--- src/rtl/cfgser_pkg.sv ---
package cfgser_pkg;
   typedef enum logic {
      PH_ADDR = 1'b0,
      PH_DATA = 1'b1
   } cfgser_phase_e;

   function automatic int cfgser_max(input int a, input int b);
      return (a > b) ? a : b;
   endfunction
endpackage

--- src/rtl/cfgser_sync.sv ---
module cfgser_sync #(
   parameter int   STAGES  = 2,
   parameter logic RST_VAL = 1'b0
) (
   input  logic clk,
   input  logic rst_n,
   input  logic d_in,
   output logic d_out
);
   logic [STAGES-1:0] chain;

   generate
      if (STAGES < 2) begin : g_bad_stages
         $error("cfgser_sync: STAGES must be at least 2");
      end
      for (genvar i = 0; i < STAGES; i++) begin : g_stage
         always_ff @(posedge clk or negedge rst_n) begin
            if (!rst_n) begin
               chain[i] <= RST_VAL;
            end else if (i == 0) begin
               chain[i] <= d_in;
            end else begin
               chain[i] <= chain[(i == 0) ? 0 : i-1];
            end
         end
      end
   endgenerate

   assign d_out = chain[STAGES-1];
endmodule

--- src/rtl/cfgser_tag.sv ---
module cfgser_tag #(
   parameter int ADDR_W = 8,
   parameter int IMM_LO = 16,
   parameter int IMM_HI = 31
) (
   input  logic [ADDR_W-1:0] addr,
   output logic              imm
);
   generate
      if (IMM_HI < IMM_LO) begin : g_none
         assign imm = 1'b0;
      end else if (IMM_LO == 0) begin : g_low_open
         assign imm = (addr <= ADDR_W'(IMM_HI));
      end else begin : g_window
         assign imm = (addr >= ADDR_W'(IMM_LO)) && (addr <= ADDR_W'(IMM_HI));
      end
   endgenerate
endmodule

--- src/rtl/cfgser_deser.sv ---
module cfgser_deser
   import cfgser_pkg::*;
#(
   parameter int ADDR_W = 8,
   parameter int DATA_W = 6
) (
   input  logic              clk,
   input  logic              rst_n,
   input  logic              ld_s,
   input  logic              sck_s,
   input  logic              dat_s,
   input  logic              imm_in,
   output logic [ADDR_W-1:0] cur_addr,
   output logic              sck_rise,
   output logic              wr_en,
   output logic [ADDR_W-1:0] wr_addr,
   output logic [DATA_W-1:0] wr_data,
   output logic              wr_imm
);
   localparam int CNT_W = $clog2(cfgser_max(ADDR_W, DATA_W) + 1);
   localparam logic [CNT_W-1:0] ADDR_LAST = CNT_W'(ADDR_W - 1);
   localparam logic [CNT_W-1:0] DATA_LAST = CNT_W'(DATA_W - 1);

   cfgser_phase_e     phase;
   logic [CNT_W-1:0]  bit_cnt;
   logic [ADDR_W-1:0] addr_sh;
   logic [DATA_W-1:0] data_sh;
   logic              sck_d;

   assign sck_rise = sck_s & ~sck_d;

   always_ff @(posedge clk or negedge rst_n) begin
      if (!rst_n) begin
         phase    <= PH_ADDR;
         bit_cnt  <= '0;
         addr_sh  <= '0;
         data_sh  <= '0;
         cur_addr <= '0;
         sck_d    <= 1'b0;
         wr_en    <= 1'b0;
         wr_addr  <= '0;
         wr_data  <= '0;
         wr_imm   <= 1'b0;
      end else begin
         sck_d <= sck_s;
         wr_en <= 1'b0;
         if (ld_s) begin
            phase   <= PH_ADDR;
            bit_cnt <= '0;
         end else if (sck_rise) begin
            unique case (phase)
               PH_ADDR: begin
                  addr_sh <= {dat_s, addr_sh[ADDR_W-1:1]};
                  if (bit_cnt == ADDR_LAST) begin
                     cur_addr <= {dat_s, addr_sh[ADDR_W-1:1]};
                     phase    <= PH_DATA;
                     bit_cnt  <= '0;
                  end else begin
                     bit_cnt <= bit_cnt + 1'b1;
                  end
               end
               PH_DATA: begin
                  data_sh <= {dat_s, data_sh[DATA_W-1:1]};
                  if (bit_cnt == DATA_LAST) begin
                     wr_en    <= 1'b1;
                     wr_addr  <= cur_addr;
                     wr_data  <= {dat_s, data_sh[DATA_W-1:1]};
                     wr_imm   <= imm_in;
                     cur_addr <= cur_addr + 1'b1;
                     bit_cnt  <= '0;
                  end else begin
                     bit_cnt <= bit_cnt + 1'b1;
                  end
               end
               default: begin
                  phase <= PH_ADDR;
               end
            endcase
         end
      end
   end
endmodule

--- src/rtl/serial_cfg_port.sv ---
module serial_cfg_port #(
   parameter int ADDR_W      = 8,
   parameter int DATA_W      = 6,
   parameter int SYNC_STAGES = 2,
   parameter int IMM_LO      = 16,
   parameter int IMM_HI      = 31
) (
   input  logic              clk,
   input  logic              rst_n,
   input  logic              ser_clk,
   input  logic              ser_dat,
   input  logic              ser_ld_n,
   output logic              wr_en,
   output logic [ADDR_W-1:0] wr_addr,
   output logic [DATA_W-1:0] wr_data,
   output logic              wr_imm
);
   localparam int ADDR_SPAN = 1 << ADDR_W;

   generate
      if (ADDR_W < 2 || ADDR_W > 16) begin : g_bad_addr
         $error("serial_cfg_port: ADDR_W out of range 2..16");
      end
      if (DATA_W < 2) begin : g_bad_data
         $error("serial_cfg_port: DATA_W must be at least 2");
      end
      if (IMM_HI >= ADDR_SPAN) begin : g_bad_imm
         $error("serial_cfg_port: IMM_HI beyond address space");
      end
   endgenerate

   logic              sck_s, dat_s, ld_n_s, ld_s;
   logic              sck_rise, imm_cur;
   logic [ADDR_W-1:0] cur_addr;

   cfgser_sync #(.STAGES(SYNC_STAGES), .RST_VAL(1'b0)) u_sync_sck (
      .clk(clk), .rst_n(rst_n), .d_in(ser_clk), .d_out(sck_s));
   cfgser_sync #(.STAGES(SYNC_STAGES), .RST_VAL(1'b0)) u_sync_dat (
      .clk(clk), .rst_n(rst_n), .d_in(ser_dat), .d_out(dat_s));
   cfgser_sync #(.STAGES(SYNC_STAGES), .RST_VAL(1'b1)) u_sync_ld (
      .clk(clk), .rst_n(rst_n), .d_in(ser_ld_n), .d_out(ld_n_s));

   assign ld_s = ld_n_s;

   cfgser_tag #(.ADDR_W(ADDR_W), .IMM_LO(IMM_LO), .IMM_HI(IMM_HI)) u_tag (
      .addr(cur_addr), .imm(imm_cur));

   cfgser_deser #(.ADDR_W(ADDR_W), .DATA_W(DATA_W)) u_deser (
      .clk(clk), .rst_n(rst_n), .ld_s(ld_s), .sck_s(sck_s), .dat_s(dat_s),
      .imm_in(imm_cur), .cur_addr(cur_addr), .sck_rise(sck_rise),
      .wr_en(wr_en), .wr_addr(wr_addr), .wr_data(wr_data), .wr_imm(wr_imm));
endmodule

--- config.mk ---
export PLATFORM = sky130hd
export DESIGN_NAME = serial_cfg_port
export DESIGN_NICKNAME = d
export VERILOG_FILES = /design/src/rtl/cfgser_pkg.sv /design/src/rtl/cfgser_sync.sv /design/src/rtl/cfgser_tag.sv /design/src/rtl/cfgser_deser.sv /design/src/rtl/serial_cfg_port.sv
export SDC_FILE = /design/constraint.sdc
export NUM_CORES = 1
export LEC_CHECK = 0
export BUFFER_PORTS_ARGS = -buffer_cell sky130_fd_sc_hd__buf_2
export CAP_MARGIN = 20
export CORE_ASPECT_RATIO = 0.9
export CORE_MARGIN = 2
export CORE_UTILIZATION = 40
export CTS_CLUSTER_SIZE = 24
export DETAILED_ROUTE_END_ITERATION = 12
export PLACE_DENSITY_LB_ADDON = 0.12
export SLEW_MARGIN = 20
export SYNTH_ARGS = -nofsm -noshare
export SYNTH_HDL_FRONTEND = slang
export SYNTH_HIERARCHICAL = 1
export SYNTH_SLANG_ARGS = --single-unit
--- constraint.sdc ---
create_clock -name clk -period 2.19 [get_ports clk]
set_input_delay 0.1095 -clock clk [delete_from_list [all_inputs] [get_ports clk]]
set_output_delay 0.1095 -clock clk [all_outputs]
set_load 0.02 [all_outputs]
* Word level (Yosys, flattened, before mapping) *
Index checks and enable logic that the tools add are counted.

storage, ports and cells
  register bits = 50
  word-level logic and storage cells = 50

operators by class
  equality and inequality tests = 4
  bitwise logic cells = 4
  reduce and logical (&&, ||, !) cells = 6
  muxes and demuxes = 16
  $lt $le $gt $ge = 2
  $add $sub $neg = 2

operator list
  kind                   count
  $mux W4                4
  $mux W8                2
  $pmux W8 S2            1
  $add A8 B1 Y8 const B  1
  $eq A4 B3 Y1 const B   2
  $ge A8 B5 Y1 const B   1
  $le A8 B5 Y1 const B   1
  $mux W1                8
  $pmux W4 S2            1
  $reduce_and A4 Y1      2
  $reduce_and A3 Y1      2
  $add A4 B1 Y4 const B  1
  $not A1 Y1             3
  $ne A2 B1 Y1 const B   1
  $ne A2 B2 Y1 const B   1
  $reduce_bool A2 Y1     1
  $and A1 B1 Y1          1
  $logic_and A1 B1 Y1    1

* Longest topological paths before layout *
Gate-level depths: netlist of the first run.

  word-level depth = 5
  depth in mapped cells = 7
  depth with buffers taken out = 6

* Cells and area by module *
Netlist of the first run, hierarchy kept.

by module, submodules not included
  module                        instances  sequential area each (sq um)  cells each  area each (sq um)
  cfgser_deser                  1          1051.0                        155         1921.8
  cfgser_sync (u_sync_dat ...)  2          50.0                          2           50.0
  cfgser_sync (u_sync_ld)       1          52.6                          2           52.6
  cfgser_tag                    1          0.0                           1           15.0

* Worst setup path before layout of the first run *
No wires, ideal clock.

  path type = register to register
  start = reg u_deser.bit_cnt[3]
  end = reg u_deser.wr_addr[0]
  setup time = 0.125 ns
  stages on the path, launching flop included = 5
  buffers on the path = 1
  path slack = 0.476 ns
  data arrival time = 1.589 ns
  path through = dfrtp_1 > nand2b_1 > nor4_4 > buf_6 > mux2_2

on the way
  cells in the longest elaborated chain, start to end = 2

ends and longest elaborated chain
  element                             RTL line            source
  from (decl)                         cfgser_deser.sv:25  logic [CNT_W-1:0] bit_cnt;
  from (signal assigned)              cfgser_deser.sv:59  bit_cnt <= bit_cnt + 1'b1;
  from (signal assigned)              cfgser_deser.sv:72  bit_cnt <= bit_cnt + 1'b1;
  $eq A4 B3 Y1                        cfgser_deser.sv:64  if (bit_cnt == DATA_LAST) begin
  $reduce_and A4 Y1 (no source line)  --
  to (signal assigned)                cfgser_deser.sv:66  wr_addr <= cur_addr;
  to (decl)                           cfgser_deser.sv:16  output logic [ADDR_W-1:0] wr_addr,

Every way passes these cells.
A chain may end at the register's enable or synchronous reset.

* Final worst setup path of the first run *
  start = reg u_deser.sck_d
  end = reg u_deser.wr_data[0]

on the way
  cells in the longest elaborated chain, start to end = 3

ends and longest elaborated chain
  element                             RTL line            source
  from (decl)                         cfgser_deser.sv:28  logic sck_d;
  from (signal assigned)              cfgser_deser.sv:45  sck_d <= sck_s;
  $not A1 Y1                          cfgser_deser.sv:30  assign sck_rise = sck_s & ~sck_d;
  $and A1 B1 Y1                       cfgser_deser.sv:30
  $reduce_and A4 Y1 (no source line)  --
  to (signal assigned)                cfgser_deser.sv:67  wr_data <= {dat_s, data_sh[DATA_W-1:1]};
  to (decl)                           cfgser_deser.sv:17  output logic [DATA_W-1:0] wr_data,

Every way passes these cells.

==> out/metrics.yaml, run 1 <==
setup_path:
  r2r_cells: 4
  startpoint_type: "flop"
  cp_slowest_cell: "dfrtp_1"
  critical_path_class: "reg -> reg"
  critPathBufInv: 1
  critPathCaptureType: "flop"
  critPathTopFamily: "simple AND/OR/NAND/NOR gates"
  worst_ep_required_time_ns: 2.37
  reg2reg_slack_ns: 0.41
  crit_fanout: 16
  slowest_delay_ns: 0.39
  r2r-end: "u_deser/wr_data[0]"
  cp.arrival_ns: 1.96
  regToRegStartpoint: "u_deser/sck_d"
  worstPathCellList: "nand2b_1 > nor4_4 > buf_4 > mux2_2"
synthesis:
  synth_top_area_share_pct: 55.1
  synth_nets: 170
  ys_types: 31
  yosysSeqAreaShare_pct: 57.6
  postSynthCellCount: 162
  ys_top_cells_by_area: "dfrtp_1, mux2_2, dfstp_2"
  yosysWarningCount: 6
  synth_seq_cells: 48
  yosysTopAreaCell: "dfrtp_1"
  avgSynthCellArea_sq_um: 12.9
  syn_area_sq_mm: 0.00209
clocking:
  htree_levels: 2
  numCtsBuffers: 5
  worstSkewPairLatency_ns: 0.29
  clk_pin_slew_ns: 0.08
  clockBufferDepth: 2
  root_buffer: "clkbuf_8"
  cts_sinks: 48
  cts_resized: 0
  tritoncts: "yes"
timing:
  holdWs_ns: 0.301
  final_max_slew_viol_count: 0
  max-slew-margin-rel_pct: 67.7
  finalCritPeriodShare_pct: 81.3
  hold_viol: 0
  skew_ns: 0.00574
  tightest_slew_ns: 0.483
  tns_ns: 0
  rsz0062_at_grt: "no"
  fmax_mhz: 562
  period_needed_ns: 1.78
  setup_viol: 0
  final.setup.worst_slack_ns: 0.411
global_route:
  met2_usage_pct: 21.9
  grt_usage_pct: 14.7
  grt_pass1_wl_microns: 6510
  busiest_layer: "met2"
  grt_max_degree: 29
  grtUsageMet1_pct: 20.7
  met3_usage_pct: 3.61
  grt_pass1_vias: 1329
  antenna_found_initial: 0
  grt_overflow: 0
detailed_routing:
  routedWlPerCell_microns: 14.6
  vias_per_cell: 5.11
  drt-initial-drc-count: 45
  first_pass_iters: 4
  wl_microns: 3740
  ant_nets: 0
  vias: 1314
  route.detailed.drc: 0
place:
  place_area_sq_mm: 0.00226
  gp_congestion: 0.745
  io_buffers: 20
  post-place-cells: 245
  pre_cts_slack_ns: 0.404
  dp_hpwl_microns: 2670
layout:
  finish.utilization_pct: 48.5
  nets: 199
  fin_cells: 257
  final_cell_area_sq_mm: 0.00239
  antenna_cells: 0
  drive_gt1_share_pct: 35.4
  num-fill-cells: 454
  area_growth_pct: 14.4
power_and_ir_drop:
  power.total_mw: 1.55
  power_density_mw_per_mm2: 648
  p_leak_nw: 1.16
  ir_drop_v: 0.000369
floorplan:
  core_area_sq_mm: 0.00492
  fp.dieArea_sq_mm: 0.00582
  initial_core_util_pct: 42.4
  die_x_microns: 80.2
  ioPinCount: 21
  fp-row-count: 24
  die_h_microns: 72.6
outcome:
  status: "finished clean"
run:
  drv_cap: 0
worst_hold_path:
  hold_path_class: "in -> async"
final cells by class:
cell class,instances,area (sq um),share of cell area [%]
clock inverters,3,18.8,0.785
clock buffers,5,68.8,2.88
well taps,65,81.3,3.40
repair buffers,29,178,7.43
multi-input cells,99,810,33.9
inverters,8,30.0,1.26
flip-flops and latches,48,1200,50.4
state kept, by name, summed over array words and instances (netlist names):
signal,flops
u_sync_dat/chain,1
u_deser/cur_addr,8
u_deser/bit_cnt,4
u_deser/wr_data,6
u_sync_ld/d_out,1
u_deser/wr_en,1
u_deser/wr_imm,1
u_deser/phase,1
u_deser/addr_sh,7
u_sync_sck/chain,1
u_deser/wr_addr,8
u_sync_ld/chain,1
u_sync_sck/d_out,1
u_sync_dat/d_out,1
u_deser/data_sh,5
u_deser/sck_d,1
synthesized netlist by cell type:
master     number
buf_6           2
nand2_1        10
or2_2           1
a221oi_1        2
a2bb2oi_1       4
nor4_4          2
nand2b_1        4
buf_2           4
a41oi_1         1
nor4b_2         2
buf_1           1
and3_1          8
mux2i_2         1
or3_1           3
nand4b_1        4
o21bai_1        1
dfrtp_1        46
nor3b_2         2
or3b_2          2
nor2_1          6
mux2i_1         2
ha_1            3
o21ai_0         4
nand4_1         3
a311oi_1        1
o22ai_1         2
mux2_2         23
dfstp_2         2
nand3_1         2
a21oi_1         6
inv_1           8
power by group:
group | internal (mW) | switching, mW
Clock | 0.223 | 0.282
Sequential | 0.928 | 0.0265
Combinational | 0.0370 | 0.0521
Total | 1.19 | 0.361
cells by family (layout without fill, tap and decap cells):
| group | after synthesis | in the layout | share of synthesized area [%] |
|---|---|---|---|
| DFF | 48 | 48 | 57.6 |
| AOI/OAI and AO/OA | 21 | 21 | 6.71 |
| muxes | 26 | 26 | 14.0 |
| buffers and inverters | 15 | 45 | 3.65 |
| and+or+nand+nor | 49 | 49 | 16.2 |
| adders and majority gates | 3 | 3 | 1.80 |
worst max-delay path by stage:
| stage | startpoint | to | cells after the start |
|---|---|---|---|
| 6_report | u_deser/sck_d | u_deser/wr_data[0] | 4 |
| 3_3_place_gp | u_deser/sck_d | u_deser/wr_addr[0] | 4 |
| 2_1_floorplan | u_deser/bit_cnt[3] | u_deser/wr_addr[0] | 4 |
| 4_1_cts | u_deser/sck_d | u_deser/wr_addr[1] | 4 |
| 3_5_place_dp | u_deser/sck_d | u_deser/wr_addr[1] | 4 |
| 5_1_grt | u_deser/sck_d | u_deser/wr_addr[7] | 4 |
routing by layer:
layer  wire length (microns)  vias up
li1                        -      636
met1                    1840      654
met2                    1730       22
met3                     144        2
met4                      26        0
met5                       0        -
placed cells by master, fill, tap and decap left out, drive strengths merged:
cell and instances:
dfrtp 46, a41oi 1, or2 1, nor2 6, dlygate4sd3 4, mux2i 3, clkinv 3, and3 8
a2bb2oi 4, mux2 23, dfstp 2, nand4 3, nand2 10, a21oi 6, clkbuf 5, buf 25
a221oi 2, o22ai 2, or3b 2, nor4 2, inv 8, nand4b 4, or3 3, nor4b 2
nand3 2, nand2b 4, nor3b 2, o21bai 1, a311oi 1, ha 3, o21ai 4
timing repair:
action / 4_1_cts / 5_1_grt
endpoints found under the hold margin: 21 / 0
buffers inserted: 0 / 0
hold buffers: 4 / 0
Note: power is estimated with default switching activity, not from simulation.
==> run 2: changes to the inputs <==
ABC_AREA = 1   (was unset)
clock period = 1.8 ns   (was 2.19 ns; I/O delays follow)
==> out/metrics.yaml, run 2 <==
outcome:
  status: "finished clean"
place:
  io_buffers: 20  # unchanged
  dp_hpwl_microns: 2790  # +4.5%
  pre_cts_slack_ns: 0.284  # -0.121 ns
  gp_congestion: 0.794  # +6.6%
layout:
  area_growth_pct: 14.1
  num-fill-cells: 544  # +20%
  nets: 272  # +37%
  final_cell_mix: "nand2_1, dfrtp_1, inv_1"
  largestRegisters: "u_deser/cur_addr (8), u_deser/wr_addr (8), u_deser/addr_sh (7)"
  final_common_cell: "nand2_1"
  drive_gt1_share_pct: 21.5  # -14 points
  antenna_cells: 0  # unchanged
  multiInputGateArea_sq_um: 772  # -4.6%
  finish.utilization_pct: 47.1  # -1.4 points
  regArea_sq_mm: 0.00120  # unchanged
synthesis:
  synthArstFlopShare_pct: 100  # unchanged
  synth_seq_cells: 48  # unchanged
  synth_top_family_by_area: "simple AND/OR/NAND/NOR gates"
  ys_top_cells_by_count: "nand2_1, dfrtp_1, inv_1, nand3_1, o21ai_0"
  yosysSeqAreaShare_pct: 55.4  # -2.2 points
  synth_ff_type: "dfrtp_1"
  synthAdderAreaFrac_pct: 1.73  # -0.068 points
  yosysWarningCount: 6  # unchanged
  synth_most_common_cell: "nand2_1"
  synth_compound_area_share_pct: 11.1  # +4.4 points
  synthSimpleGateAreaFrac_pct: 21.4  # +5.2 points
  syn_area_sq_mm: 0.00217  # +4.0%
  postSynthCellCount: 237  # +46%
  synth_nets: 245  # +44%
  ys_top_cells_by_area: "dfrtp_1, nand2_1, o21ai_2"
  synth_mux_area_share_pct: 0.461  # -14 points
  synth_xor_area_share_pct: 0.806  # +0.81 points
  ys_types: 25  # -19%
  synth-edff-count: 0  # unchanged
  synth_top_area_share_pct: 53.0  # -2.1 points
  yosysTopAreaCell: "dfrtp_1"
  avgSynthCellArea_sq_um: 9.16  # -29%
setup_path:
  regToRegStartpoint: "u_deser/bit_cnt[1]"
  startpoint_type: "flop"
  r2r-end: "u_deser/wr_addr[3]"
  reg2reg_slack_ns: 0.29  # -0.12 ns
  crit_fanout: 30  # +14
  cp.arrival_ns: 1.70  # -0.26 ns
  critPathCaptureType: "flop"
  r2r_cells: 6  # +2
  worst_ep_required_time_ns: 1.99  # -0.38 ns
  critical_path_class: "reg -> reg"
detailed_routing:
  ant_nets: 0  # unchanged
  route.detailed.drc: 0  # unchanged
  vias_per_cell: 4.61  # -9.9%
  routedWlPerCell_microns: 11.6  # -21%
  vias: 1529  # +16%
  drt-initial-drc-count: 54  # +20%
  wl_microns: 3840  # +2.5%
  first_pass_iters: 4  # unchanged
power_and_ir_drop:
  p_leak_nw: 1.22  # +5.4%
  switching_power_mw: 0.461  # +28%
  swShare_pct: 21.8  # -1.6 points
  power.total_mw: 2.12  # +37%
  power_density_mw_per_mm2: 856  # +32%
  clockPowerShare_pct: 40.0  # +7.4 points
  pwr-share-seq_pct: 54.1  # -7.5 points
  p_comb_share_pct: 6.0  # +0.2 points
  intPower_mw: 1.66  # +40%
  ir_drop_v: 0.000525  # +42%
floorplan:
  die_x_microns: 81.7  # +1.9%
  fp.dieArea_sq_mm: 0.00604  # +3.7%
  ioPinCount: 21  # unchanged
  die_h_microns: 73.9  # +1.9%
  initial_core_util_pct: 41.3  # -1.1 points
  core_area_sq_mm: 0.00526  # +6.7%
  fp-row-count: 25  # +4.2%
global_route:
  grt_pass1_wl_microns: 6690  # +2.8%
  grt_pass1_vias: 1491  # +12%
  grt_overflow: 0  # unchanged
  grt_usage_pct: 14.7  # +0.065 points
  antenna_found_initial: 0  # unchanged
  grt_max_degree: 31  # +6.9%
timing:
  final_max_slew_viol_count: 0  # unchanged
  fmax_mhz: 662  # +18%
  finalCritPeriodShare_pct: 83.9  # +2.6 points
  holdWs_ns: 0.244  # -0.0566 ns
  final.setup.worst_slack_ns: 0.290  # -0.121 ns
  hold_viol: 0  # unchanged
  rsz0062_at_grt: "no"
  max-slew-margin-rel_pct: 71.4  # +3.8 points
  tightest_slew_ns: 0.428  # -0.0543 ns
  tns_ns: 0  # unchanged
  skew_ns: 0.00651  # +0.000774 ns
  period_needed_ns: 1.51  # -0.269 ns
  setup_viol: 0  # unchanged
worst_hold_path:
  hold_path_class: "in -> async"
clocking:
  cts_resized: 0  # unchanged
  htree_levels: 2  # unchanged
  root_buffer: "clkbuf_8"
  numCtsBuffers: 5  # unchanged
  tritoncts: "yes"
  cts_sinks: 48  # unchanged
  clockBufferDepth: 2  # unchanged
  clk_pin_slew_ns: 0.09  # about the same
  cts_setup_buffers: 0  # unchanged
  worstSkewPairLatency_ns: 0.30  # about the same
run:
  drv_cap: 0  # unchanged
run 2: cell count changes in the layout (fill, tap and decap cells not counted), moves of 12 or more:
| cell | delta |
|---|---|
| o21ai_2 | +14 |
| nand3_1 | +19 |
| nand2_1 | +60 |
| o21ai_0 | +12 |
| mux2_2 | -23 |
| inv_1 | +23 |
run 2: logic make-up after synthesis:
family	count (synthesis)
adders and majority gates	3
buffers and inverters	40
and+or+nand+nor	106
DFF	48
xor gates and xnor gates	2
AOI/OAI and AO/OA	37
muxes	1
run 2: per-layer routing:
metal / GRT usage, % / routed length, microns
met3: 3.81 / 165
met1: 19.6 / 2000
met4: 7.22 / 80
met2: 22.5 / 1590
met5: 0 / 0
run 2: worst max path at each step:
stage                          to          startpoint  cells after the start
2_1_floorplan  u_deser/wr_addr[0]  u_deser/bit_cnt[1]                      7
3_3_place_gp   u_deser/wr_data[5]  u_deser/bit_cnt[1]                      6
3_5_place_dp   u_deser/wr_addr[3]  u_deser/bit_cnt[1]                      6
4_1_cts        u_deser/wr_addr[3]  u_deser/bit_cnt[1]                      6
5_1_grt        u_deser/wr_addr[2]  u_deser/bit_cnt[1]                      6
6_report       u_deser/wr_addr[3]  u_deser/bit_cnt[1]                      6
run 2: final cells by class:
cell class / instances / area share (%)
flip-flops and latches: 48 / 48.6
repair buffers: 27 / 6.57
inverters: 33 / 5.20
clock inverters: 1 / 1.21
well taps: 67 / 3.38
multi-input cells: 149 / 31.2
clock buffers: 7 / 3.89
run 2: power groups by stage:
stage / Sequential, mW / Clock (mW) / Combinational, mW
after floorplan: 1.16 / 0 / 0.0754
after global placement: 1.17 / 0 / 0.121
after detailed placement: 1.17 / 0 / 0.122
after CTS: 1.15 / 0.876 / 0.129
after global routing: 1.15 / 0.924 / 0.146
final: 1.15 / 0.848 / 0.126
run 2: critical path: stages (launching register included):
cell and delay [ns]:
dfrtp_1 0.40, inv_1 0.08, ha_1 0.17, nand4_2 0.14, or2_4 0.41, nand2_1 0.14
o21ai_2 0.06
run 2: repair_timing:
| action | 4_1_cts | 5_1_grt |
|---|---|---|
| hold endpoints to repair | 19 | 0 |
| endpoints found under the setup margin | 0 | 0 |
| hold buffers | 4 | 0 |
run 2: stage by stage:
step | area [sq um] | instances
floorplan | 2170 | 237
global placement | 2310 | 320
detailed placement | 2310 | 320
CTS | 2480 | 332
global route | 2480 | 332
finish | 2480 | 332
